===== config.mk =====
export PLATFORM = sky130hd
export DESIGN_NAME = rex_operand_resolver
export DESIGN_NICKNAME = d
export VERILOG_FILES = /design/src/rtl/rexres_pkg.sv /design/src/rtl/rexres_ctrl.sv /design/src/rtl/rexres_dp.sv /design/src/rtl/rex_operand_resolver.sv
export SDC_FILE = /design/constraint.sdc
export NUM_CORES = 1
export LEC_CHECK = 0
export BUFFER_PORTS_ARGS = -buffer_cell sky130_fd_sc_hd__buf_2
export CAP_MARGIN = 20
export CORE_UTILIZATION = 35
export CTS_CLUSTER_DIAMETER = 40
export DETAILED_ROUTE_END_ITERATION = 10
export HOLD_SLACK_MARGIN = 0.05
export PLACE_DENSITY = 0.65
export REMOVE_ABC_BUFFERS = 1
export SLEW_MARGIN = 20
export SYNTH_ARGS = -nofsm -noshare
export SYNTH_HDL_FRONTEND = slang
export SYNTH_SLANG_ARGS = --single-unit

===== constraint.sdc =====
create_clock -name clk -period 1 [get_ports clk]
set_clock_uncertainty 0.2 [all_clocks]
set_input_delay 0.05 -clock clk [delete_from_list [all_inputs] [get_ports clk]]
set_output_delay 0.05 -clock clk [all_outputs]
set_load 0.02 [all_outputs]

===== src/rtl/rexres_pkg.sv =====
package rexres_pkg;
  localparam int BYTE_W = 8;
  localparam int FLD_W  = 3;
  localparam int IDX_W  = FLD_W + 1;

  typedef enum logic [1:0] {SZ16 = 2'd0, SZ32 = 2'd1, SZ64 = 2'd2} opsize_e;

  // strobes from the form classifier to the index datapath
  typedef struct packed {
    logic rexOn;       // prefix byte is a REX byte
    logic opRegForm;   // register sits in opcode[2:0]
    logic regOperand;  // ModRM.reg names a register
    logic rmDirect;    // mod == 11b
    logic baseFromRm;  // memory form, base taken from ModRM.rm
    logic ripRel;      // mod == 00b, rm == 101b
    logic sibOn;       // SIB byte is consumed
    logic sibBase;     // SIB supplies a base register
  } strobes_t;

  typedef struct packed {
    logic             regValid;
    logic [IDX_W-1:0] regIdx;
    logic             rmValid;
    logic [IDX_W-1:0] rmIdx;
    logic             baseValid;
    logic [IDX_W-1:0] baseIdx;
    logic             indexValid;
    logic [IDX_W-1:0] indexIdx;
    logic             ripRel;
    opsize_e          opSize;
    logic             effW;
    logic             effR;
    logic             effX;
    logic             effB;
    logic             rexInert;
  } result_t;

  // opcodes whose ModRM.reg field picks an operation, not a register
  function automatic logic isGroupOp(input logic [BYTE_W-1:0] op);
    case (op)
      8'h80, 8'h81, 8'h83, 8'h8F,
      8'hC0, 8'hC1, 8'hC6, 8'hC7,
      8'hD0, 8'hD1, 8'hD2, 8'hD3,
      8'hF6, 8'hF7, 8'hFE, 8'hFF: isGroupOp = 1'b1;
      default:                    isGroupOp = 1'b0;
    endcase
  endfunction
endpackage


===== src/rtl/rexres_ctrl.sv =====
module rexres_ctrl
  import rexres_pkg::*;
(
  input  logic [3:0]        prefixHi,
  input  logic [BYTE_W-1:0] opcodeByte,
  input  logic              hasModrm,
  input  logic [BYTE_W-1:0] modrmByte,
  input  logic [FLD_W-1:0]  sibBaseFld,
  output strobes_t          strobes
);
  localparam logic [3:0]   REX_HI    = 4'b0100;
  localparam logic [4:0]   OPREG_HI  = 5'b10111;
  localparam logic [1:0]   MOD_REG   = 2'b11;
  localparam logic [1:0]   MOD_NODSP = 2'b00;
  localparam logic [FLD_W-1:0] FLD_SIB  = 3'b100;
  localparam logic [FLD_W-1:0] FLD_DISP = 3'b101;

  logic [1:0]       modF;
  logic [FLD_W-1:0] rmF;
  logic             useModrm;
  logic             memForm;

  assign modF = modrmByte[7:6];
  assign rmF  = modrmByte[FLD_W-1:0];

  always_comb begin
    strobes           = '0;
    strobes.rexOn     = (prefixHi == REX_HI);
    strobes.opRegForm = (opcodeByte[7:3] == OPREG_HI);
    useModrm          = hasModrm && !strobes.opRegForm;
    memForm           = useModrm && (modF != MOD_REG);
    strobes.regOperand = useModrm && !isGroupOp(opcodeByte);
    strobes.rmDirect   = useModrm && (modF == MOD_REG);
    strobes.ripRel     = memForm && (modF == MOD_NODSP) && (rmF == FLD_DISP);
    strobes.sibOn      = memForm && (rmF == FLD_SIB);
    strobes.baseFromRm = memForm && (rmF != FLD_SIB) && !strobes.ripRel;
    strobes.sibBase    = strobes.sibOn &&
                         !((modF == MOD_NODSP) && (sibBaseFld == FLD_DISP));
  end
endmodule


===== src/rtl/rexres_dp.sv =====
module rexres_dp
  import rexres_pkg::*;
(
  input  strobes_t         strobes,
  input  logic [3:0]       rexBits,
  input  logic             opSizePfx,
  input  logic [FLD_W-1:0] opcodeLo,
  input  logic [FLD_W-1:0] modrmRegF,
  input  logic [FLD_W-1:0] modrmRmF,
  input  logic [FLD_W-1:0] sibIndexF,
  input  logic [FLD_W-1:0] sibBaseF,
  output result_t          res
);
  localparam logic [IDX_W-1:0] NO_INDEX = IDX_W'(4);

  logic bitW, bitR, bitX, bitB;
  logic [IDX_W-1:0] rawIndex;

  assign {bitW, bitR, bitX, bitB} = strobes.rexOn ? rexBits : 4'b0000;
  assign rawIndex = {bitX, sibIndexF};

  always_comb begin
    res = '0;
    // reg slot: opcode-held register wins over ModRM.reg
    res.regValid = strobes.opRegForm || strobes.regOperand;
    if (strobes.opRegForm)       res.regIdx = {bitB, opcodeLo};
    else if (strobes.regOperand) res.regIdx = {bitR, modrmRegF};

    res.rmValid = strobes.rmDirect;
    if (strobes.rmDirect) res.rmIdx = {bitB, modrmRmF};

    res.baseValid = strobes.baseFromRm || strobes.sibBase;
    if (strobes.baseFromRm)   res.baseIdx = {bitB, modrmRmF};
    else if (strobes.sibBase) res.baseIdx = {bitB, sibBaseF};

    res.indexValid = strobes.sibOn && (rawIndex != NO_INDEX);
    if (res.indexValid) res.indexIdx = rawIndex;

    res.ripRel = strobes.ripRel;
    res.opSize = bitW ? SZ64 : (opSizePfx ? SZ16 : SZ32);

    res.effW = bitW;
    res.effR = bitR && strobes.regOperand;
    res.effX = bitX && strobes.sibOn;
    res.effB = bitB && (strobes.opRegForm || strobes.rmDirect || res.baseValid);
    res.rexInert = strobes.rexOn && !(res.effW || res.effR || res.effX || res.effB);
  end
endmodule


===== src/rtl/rex_operand_resolver.sv =====
module rex_operand_resolver
  import rexres_pkg::*;
#(
  parameter bit REG_OUT = 1'b1
) (
  input  logic        clk,
  input  logic        rst_n,
  input  logic        inValid,
  input  logic [7:0]  prefixByte,
  input  logic        opSizePfx,
  input  logic [7:0]  opcodeByte,
  input  logic        hasModrm,
  input  logic [7:0]  modrmByte,
  input  logic [7:0]  sibByte,
  output logic        outValid,
  output logic        regValid,
  output logic [3:0]  regIdx,
  output logic        rmValid,
  output logic [3:0]  rmIdx,
  output logic        baseValid,
  output logic [3:0]  baseIdx,
  output logic        indexValid,
  output logic [3:0]  indexIdx,
  output logic        ripRel,
  output logic [1:0]  opSize,
  output logic        effW,
  output logic        effR,
  output logic        effX,
  output logic        effB,
  output logic        rexInert
);
  strobes_t strobes;
  result_t  resNow;
  result_t  resOut;

  rexres_ctrl u_ctrl (
    .prefixHi   (prefixByte[7:4]),
    .opcodeByte (opcodeByte),
    .hasModrm   (hasModrm),
    .modrmByte  (modrmByte),
    .sibBaseFld (sibByte[2:0]),
    .strobes    (strobes)
  );

  rexres_dp u_dp (
    .strobes   (strobes),
    .rexBits   (prefixByte[3:0]),
    .opSizePfx (opSizePfx),
    .opcodeLo  (opcodeByte[2:0]),
    .modrmRegF (modrmByte[5:3]),
    .modrmRmF  (modrmByte[2:0]),
    .sibIndexF (sibByte[5:3]),
    .sibBaseF  (sibByte[2:0]),
    .res       (resNow)
  );

  generate
    if (REG_OUT) begin : g_reg
      result_t resQ;
      logic    validQ;
      always_ff @(posedge clk or negedge rst_n) begin
        if (!rst_n) begin
          resQ   <= '0;
          validQ <= 1'b0;
        end else begin
          resQ   <= resNow;
          validQ <= inValid;
        end
      end
      assign resOut   = resQ;
      assign outValid = validQ;

      p_valid_lag_r11: assert property (@(posedge clk) disable iff (!rst_n)
        inValid |=> outValid);
    end else begin : g_comb
      assign resOut   = resNow;
      assign outValid = inValid;
    end
  endgenerate

  assign regValid   = resOut.regValid;
  assign regIdx     = resOut.regIdx;
  assign rmValid    = resOut.rmValid;
  assign rmIdx      = resOut.rmIdx;
  assign baseValid  = resOut.baseValid;
  assign baseIdx    = resOut.baseIdx;
  assign indexValid = resOut.indexValid;
  assign indexIdx   = resOut.indexIdx;
  assign ripRel     = resOut.ripRel;
  assign opSize     = resOut.opSize;
  assign effW       = resOut.effW;
  assign effR       = resOut.effR;
  assign effX       = resOut.effX;
  assign effB       = resOut.effB;
  assign rexInert   = resOut.rexInert;

  p_w_size_r2: assert property (@(posedge clk) disable iff (!rst_n)
    (outValid && effW) |-> (opSize == 2'd2));
  p_rip_nobase_r6: assert property (@(posedge clk) disable iff (!rst_n)
    (outValid && ripRel) |-> (!baseValid && !indexValid && !effB));
  p_regform_alone_r4: assert property (@(posedge clk) disable iff (!rst_n)
    (outValid && rmValid) |-> (!baseValid && !indexValid && !ripRel && !effX));
  p_effx_index_r7: assert property (@(posedge clk) disable iff (!rst_n)
    (outValid && effX) |-> (indexValid && indexIdx[3]));
  p_effr_reg_r10: assert property (@(posedge clk) disable iff (!rst_n)
    (outValid && effR) |-> (regValid && regIdx[3]));
endmodule


Yosys cells after proc, flatten, opt, wreduce, memory -nomap -nowiden
Index checks and enable logic that the tools add are counted.
Widths: inputs -> output; s select.

storage, ports and cells
  latch bits = 0
  flip-flop bits (word level) = 29
  memories = 0
  word-level logic and storage cells = 81
  memory bits (writable) = 0
  input port bits = 37
  output and inout bits = 29
  bits in read-only memories = 0

operators by class
  equality and inequality tests = 25
  add/subtract/negate cells = 0
  shifts and indexed selects = 0
  bitwise logic cells = 0
  magnitude comparators = 0
  div/mod/pow operators = 0
  multiplexer cells = 10
  reductions and logical operators = 30
  multiply operators = 0

operator list
  kind                count
  $eq 8x8->1 const B  16
  $mux 4              7
  $logic_and 1x1->1   16
  $reduce_or 16->1    1
  $eq 3x3->1 const B  3
  $logic_or 1x1->1    7
  $eq 5x5->1 const B  1
  $logic_not 1->1     5
  $eq 4x3->1 const B  1
  $ne 4x3->1 const B  1
  $ne 3x3->1 const B  1
  $eq 2x2->1 const B  1
  $logic_not 2->1     1
  $mux 1              2
  $mux 2              1
  $ne 2x2->1 const B  1

Longest topological paths before layout
  word-level depth = 14
  depth in mapped cells = 5
  gate-level depth less buffers = 5

Cells and area by module
A second synthesis with hierarchy kept.

second synthesis, totals
  cells, all modules = 102
  area, all modules = 1,206.2 um^2

by module, submodules not included
  module                times used  sequential area each (um^2)  cells each  area an instance (um^2)
  rex_operand_resolver  1           725.7                        29          725.7
  rexres_dp             1           0.0                          44          281.5
  rexres_ctrl           1           0.0                          29          198.9

Worst setup path after synthesis
No wires, ideal clock.

  kind = input port to flip-flop
  start = input opcodeByte[5]
  end = register g_reg.resQ, in the netlist regIdx[0]
  buffers on the path = 0
  library setup time = 121 ps
  cell stages on the path = 4
  required time = 679 ps
  data arrival time = 1,238 ps
  path slack = -559 ps
  cells stage by stage = or4b_4 a2111oi_4 nor4_2 a22o_2

RTL lines
  element               line                        text
  start, declared       rex_operand_resolver.sv:11  input logic [7:0] opcodeByte,
  end signal, assigned  rex_operand_resolver.sv:66  resQ <= resNow;
  end, declared         rex_operand_resolver.sv:59  result_t resQ;

==> tab_implementation.tex <==
\begin{tabular}{lr}
\hline
Metric & Value \\
\hline
\multicolumn{2}{l}{\textbf{Clock network}} \\
\quad CTS Buf Count & 3 \\
\quad Buffer cell driving the clock tree root & clkbuf\_4 \\
\quad Clock tree from TritonCTS & yes \\
\quad CTS max path bufs & 2 \\
\quad Clock-pin slew on the worst setup and hold paths & 0.14 ns \\
\quad Num Clock Sinks & 28 \\
\quad H-tree depth reported by CTS & 1 \\
\multicolumn{2}{l}{\textbf{Setup path}} \\
\quad Setup crit end kind & flop \\
\quad Delay of the slowest cell on the worst path & 0.40 ns \\
\quad Worst-path cell chain & buf\_6, buf\_4, or3\_1, a211oi\_4, nor4\_4, a22o\_2 \\
\quad Classification of the worst setup path & in -> reg \\
\quad CP max-delay cell & or3\_1 \\
\quad Data required time of the critical path & between 1 and 1.5 ns \\
\quad Arrival time of the worst setup path & about 1.3 ns \\
\quad Critical path origin & opcodeByte[5] \\
\quad Startpoint type of the worst setup path & input port \\
\quad Max Fanout on Critical Path & 4 \\
\multicolumn{2}{l}{\textbf{Min path}} \\
\quad Worst hold path stage count & 3 \\
\quad Endpoint of the worst hold-timing path & ripRel \\
\quad Min-delay src & modrmByte[0] \\
\quad Hold WC Path Type & in -> reg \\
\multicolumn{2}{l}{\textbf{Drt}} \\
\quad Count of unresolved DRC violations after routing & 0 \\
\quad Routed via count divided by cell count & 4.72 \\
\quad Number of iterations in the first detailed-routing pass & 4 \\
\quad Final ANT Viol Nets & 0 \\
\quad WL per Instance & 14.3 µm \\
\quad DRT Wirelength & $\sim$3.7 mm \\
\quad Via count & $\sim$1200 \\
\quad Drt initial violations & 31 \\
\multicolumn{2}{l}{\textbf{Logic synthesis}} \\
\quad Area share of the largest cell type after synthesis & about three fifths \\
\quad Share of synthesized cell area in and, or, nand and nor gates & approximately a quarter \\
\quad Complex-gate fraction of the synthesized area & 15.3\% \\
\quad Main area contributors after synthesis & dfrtp\_1 (58\%), and2\_1 (3.1\%), nor2\_1 (3.1\%), a22o\_2 (2.5\%), nand2\_1 (2.5\%) \\
\quad Mux contribution to synthesized area & 0\% \\
\quad Average cell area after synthesis & 12.2 µm² \\
\quad Cells after Synth & 98 \\
\quad Number of warnings issued by yosys & 0 \\
\quad Largest family of logic cells by synthesized area & simple AND/OR/NAND/NOR gates \\
\quad Number of distinct library cell variants in the gate-level netlist after synthesis & 32 \\
\quad Proportion of synthesized chip area in sequential cells & 58.5\% \\
\quad Post-synthesis share of cell area spent on full adders, half adders and majority gates & 0\% \\
\quad \#FFs+latches synth & 28 \\
\quad Post-synthesis xor/xnor area fraction & 0\% \\
\quad Cell area after technology mapping & 0.00120 mm² \\
\quad Post-synth top area cell & dfrtp\_1 \\
\multicolumn{2}{l}{\textbf{Floorplanning}} \\
\quad Die area & about 0.0037 mm² \\
\quad Initial cell density of the core & between 30\% and 40\% \\
\quad Die Ht & approximately 60 µm \\
\quad Site Rows & 20 \\
\quad Core box area & about 0.0032 mm² \\
\quad Die W & slightly above 60 µm \\
\quad Total I/O pin count & between 60 and 70 \\
\multicolumn{2}{l}{\textbf{Layout}} \\
\quad Number of nets in the finished design & 255 \\
\quad Ant. Diodes & 0 \\
\quad Leading cell types in the layout, fill and taps excluded & buf\_6 (35), buf\_2 (31), buf\_4 (31) \\
\quad Number of inserted filler cells in the final layout & $\sim$230 \\
\quad Area added between synthesis and finish & 96.1\% \\
\quad Most common library cell in the layout ignoring fill and taps & buf\_6 \\
\quad Ratio of cells with drive above 1 in the final layout & 59.4\% \\
\multicolumn{2}{l}{\textbf{Power and ir drop}} \\
\quad Max rail drop VDD & 0.469 mV \\
\quad Power Internal & 1.71 mW \\
\quad Clock power frac & 23.1\% \\
\quad Reg power frac & 52.0\% \\
\quad Net Switching & 577 µW \\
\quad Total Power & between 2 and 2.5 mW \\
\quad Leakage & 1.17 nW \\
\quad Total power divided by cell area & 972 mW/mm² \\
\quad Logic gate share of total power & about 25\% \\
\quad Switch share & 25.3\% \\
\multicolumn{2}{l}{\textbf{Global routing}} \\
\quad Maximum number of pins on one net before global-route repair & 23 \\
\quad Antenna violations before repair & 0 \\
\quad Overflow left after global routing & 0 \\
\quad Number of global-route vias before repair & 1254 \\
\quad Wire length of the first global-routing pass & 5.35 mm \\
\quad Total GRT Usage & between 20\% and 30\% \\
\multicolumn{2}{l}{\textbf{STA}} \\
\quad Transition time of the tightest slew-check pin & between 0.3 and 0.4 ns \\
\quad Count of pins over their slew limit & 0 \\
\quad Final critical-path required period & roughly 1.3 ns \\
\quad RSZ-0062 raised after global routing & yes \\
\quad Share of the clock period used by the worst path & 131\% \\
\quad Fmax achieved & 764 MHz \\
\quad Sum Neg Setup Slack & -6.99 ns \\
\quad Final count of negative-setup-slack endpoints & 48 \\
\quad Normalized max-slew margin & 73.1\% \\
\quad Number of hold violations in the final report & 15 \\
\quad Final setup slack of the worst path & -0.309 ns \\
\quad Min Hold Slack & -0.240 ns \\
\multicolumn{2}{l}{\textbf{Place}} \\
\quad \# port buffers & between 60 and 70 \\
\quad Placer's final routability congestion estimate & 0.790 \\
\quad Placement Setup Slack & -0.739 ns \\
\quad HPWL Detailed & 2.33 mm \\
\multicolumn{2}{l}{\textbf{Flow run}} \\
\quad Maximum Capacitance Violations & 0 \\
\multicolumn{2}{l}{\textbf{Status}} \\
\quad Violated checks & negative hold slack, negative setup slack \\
\quad Status & finished with violations \\
\hline
\end{tabular}
==> metal layers <==
| layer | global-route usage [%] | vias up | wire (µm) | part of all wire (%) |
|---|---|---|---|---|
| li1 | - | 585 | - | - |
| met1 | 22.6 | 591 | 1440 | 39 |
| met2 | 38.8 | 55 | 2060 | 55 |
| met3 | 3.62 | 2 | 206 | 5.5 |
| met4 | 4.87 | 0 | 24 | 0.64 |
| met5 | 0 | - | 0 | 0 |
==> worst max-delay path, delay by kind of cell <==
kind | cells | cell delay [ns]
AO/OA/AOI/OAI | 2 | 0.56
buffers and inverters | 2 | 0.22
AND/OR/NAND/NOR | 2 | 0.50
==> final cells by class <==
class / count / area [µm²] / area share (%)
multi-input cells: 66 / 563 / 23.9
inverters: 3 / 11.3 / 0.479
clock buffers: 4 / 36.3 / 1.54
flip-flops and latches: 28 / 701 / 29.8
well taps: 44 / 55.1 / 2.34
repair buffers: 116 / 985 / 41.9
==> cells in the mapped netlist <==
cell type  count
a2111oi_4      1
a211oi_1       3
a21boi_0       2
a21o_1         1
a21oi_1        2
a22o_1         1
a22o_2         3
a31oi_1        1
a32o_1         1
and2_1         6
and2b_2        3
and3_1         2
and3b_1        3
buf_4          1
dfrtp_1       28
inv_1          3
nand2_1        8
nand2_2        1
nand4b_1       1
nor2_1        10
nor3_1         5
nor4_2         1
nor4_4         1
nor4b_1        1
nor4b_2        1
o211ai_1       1
o21a_1         1
o21ai_4        1
o21bai_1       2
or3_1          1
or3_2          1
or4b_4         1
==> state kept, by name (all words and copies together) (netlist names), 4 cells and up <==
register / cells
baseIdx: 4
indexIdx: 4
regIdx: 4
rmIdx: 4
==> how the worst max path moves through the flow <==
stage	end
final	regIdx[0]
after global routing	regIdx[2]
after CTS	regIdx[2]
after detailed placement	regIdx[0]
after global placement	regIdx[1]
after floorplan	regIdx[0]
==> power groups by stage <==
stage / logic (mW) / clock network (mW) / registers, mW
floorplan: 0.104 / 0 / 1.25
global placement: 0.392 / 0 / 1.20
detailed placement: 0.402 / 0 / 1.20
CTS: 0.543 / 0.546 / 1.19
global route: 0.608 / 0.595 / 1.19
finish: 0.567 / 0.529 / 1.19
==> per-stage QoR <==
| step | instance area [µm²] | hold slack [ns] | std cells | utilization, % |
|---|---|---|---|---|
| after detailed placement | 1780 | -0.295 | 232 | 56.6 |
| after floorplan | 1190 | -0.446 | 97 | - |
| after CTS | 2300 | -0.249 | 260 | 72.9 |
| after global placement | 1780 | -0.301 | 232 | 56.6 |
| final | 2350 | -0.240 | 261 | 74.6 |
| after global routing | 2350 | -0.256 | 261 | 74.6 |
==> logic make-up (layout without fill, tap and decap cells) <==
kind of cell / after synthesis / count (layout)
buf+inv: 4 / 123
compound gates: 20 / 20
flops: 28 / 28
simple gates: 46 / 46
==> repair_timing <==
| action | in CTS | in global routing |
|---|---|---|
| pin swaps | 10 | 6 |
| endpoints found under the setup margin | 48 | 54 |
| setup buffers | 7 | 1 |
| resized for setup | 75 | 10 |
| hold endpoints to repair | 55 | 24 |
| hold buffers | 17 | 1 |
(Power assumes the default switching activity.)
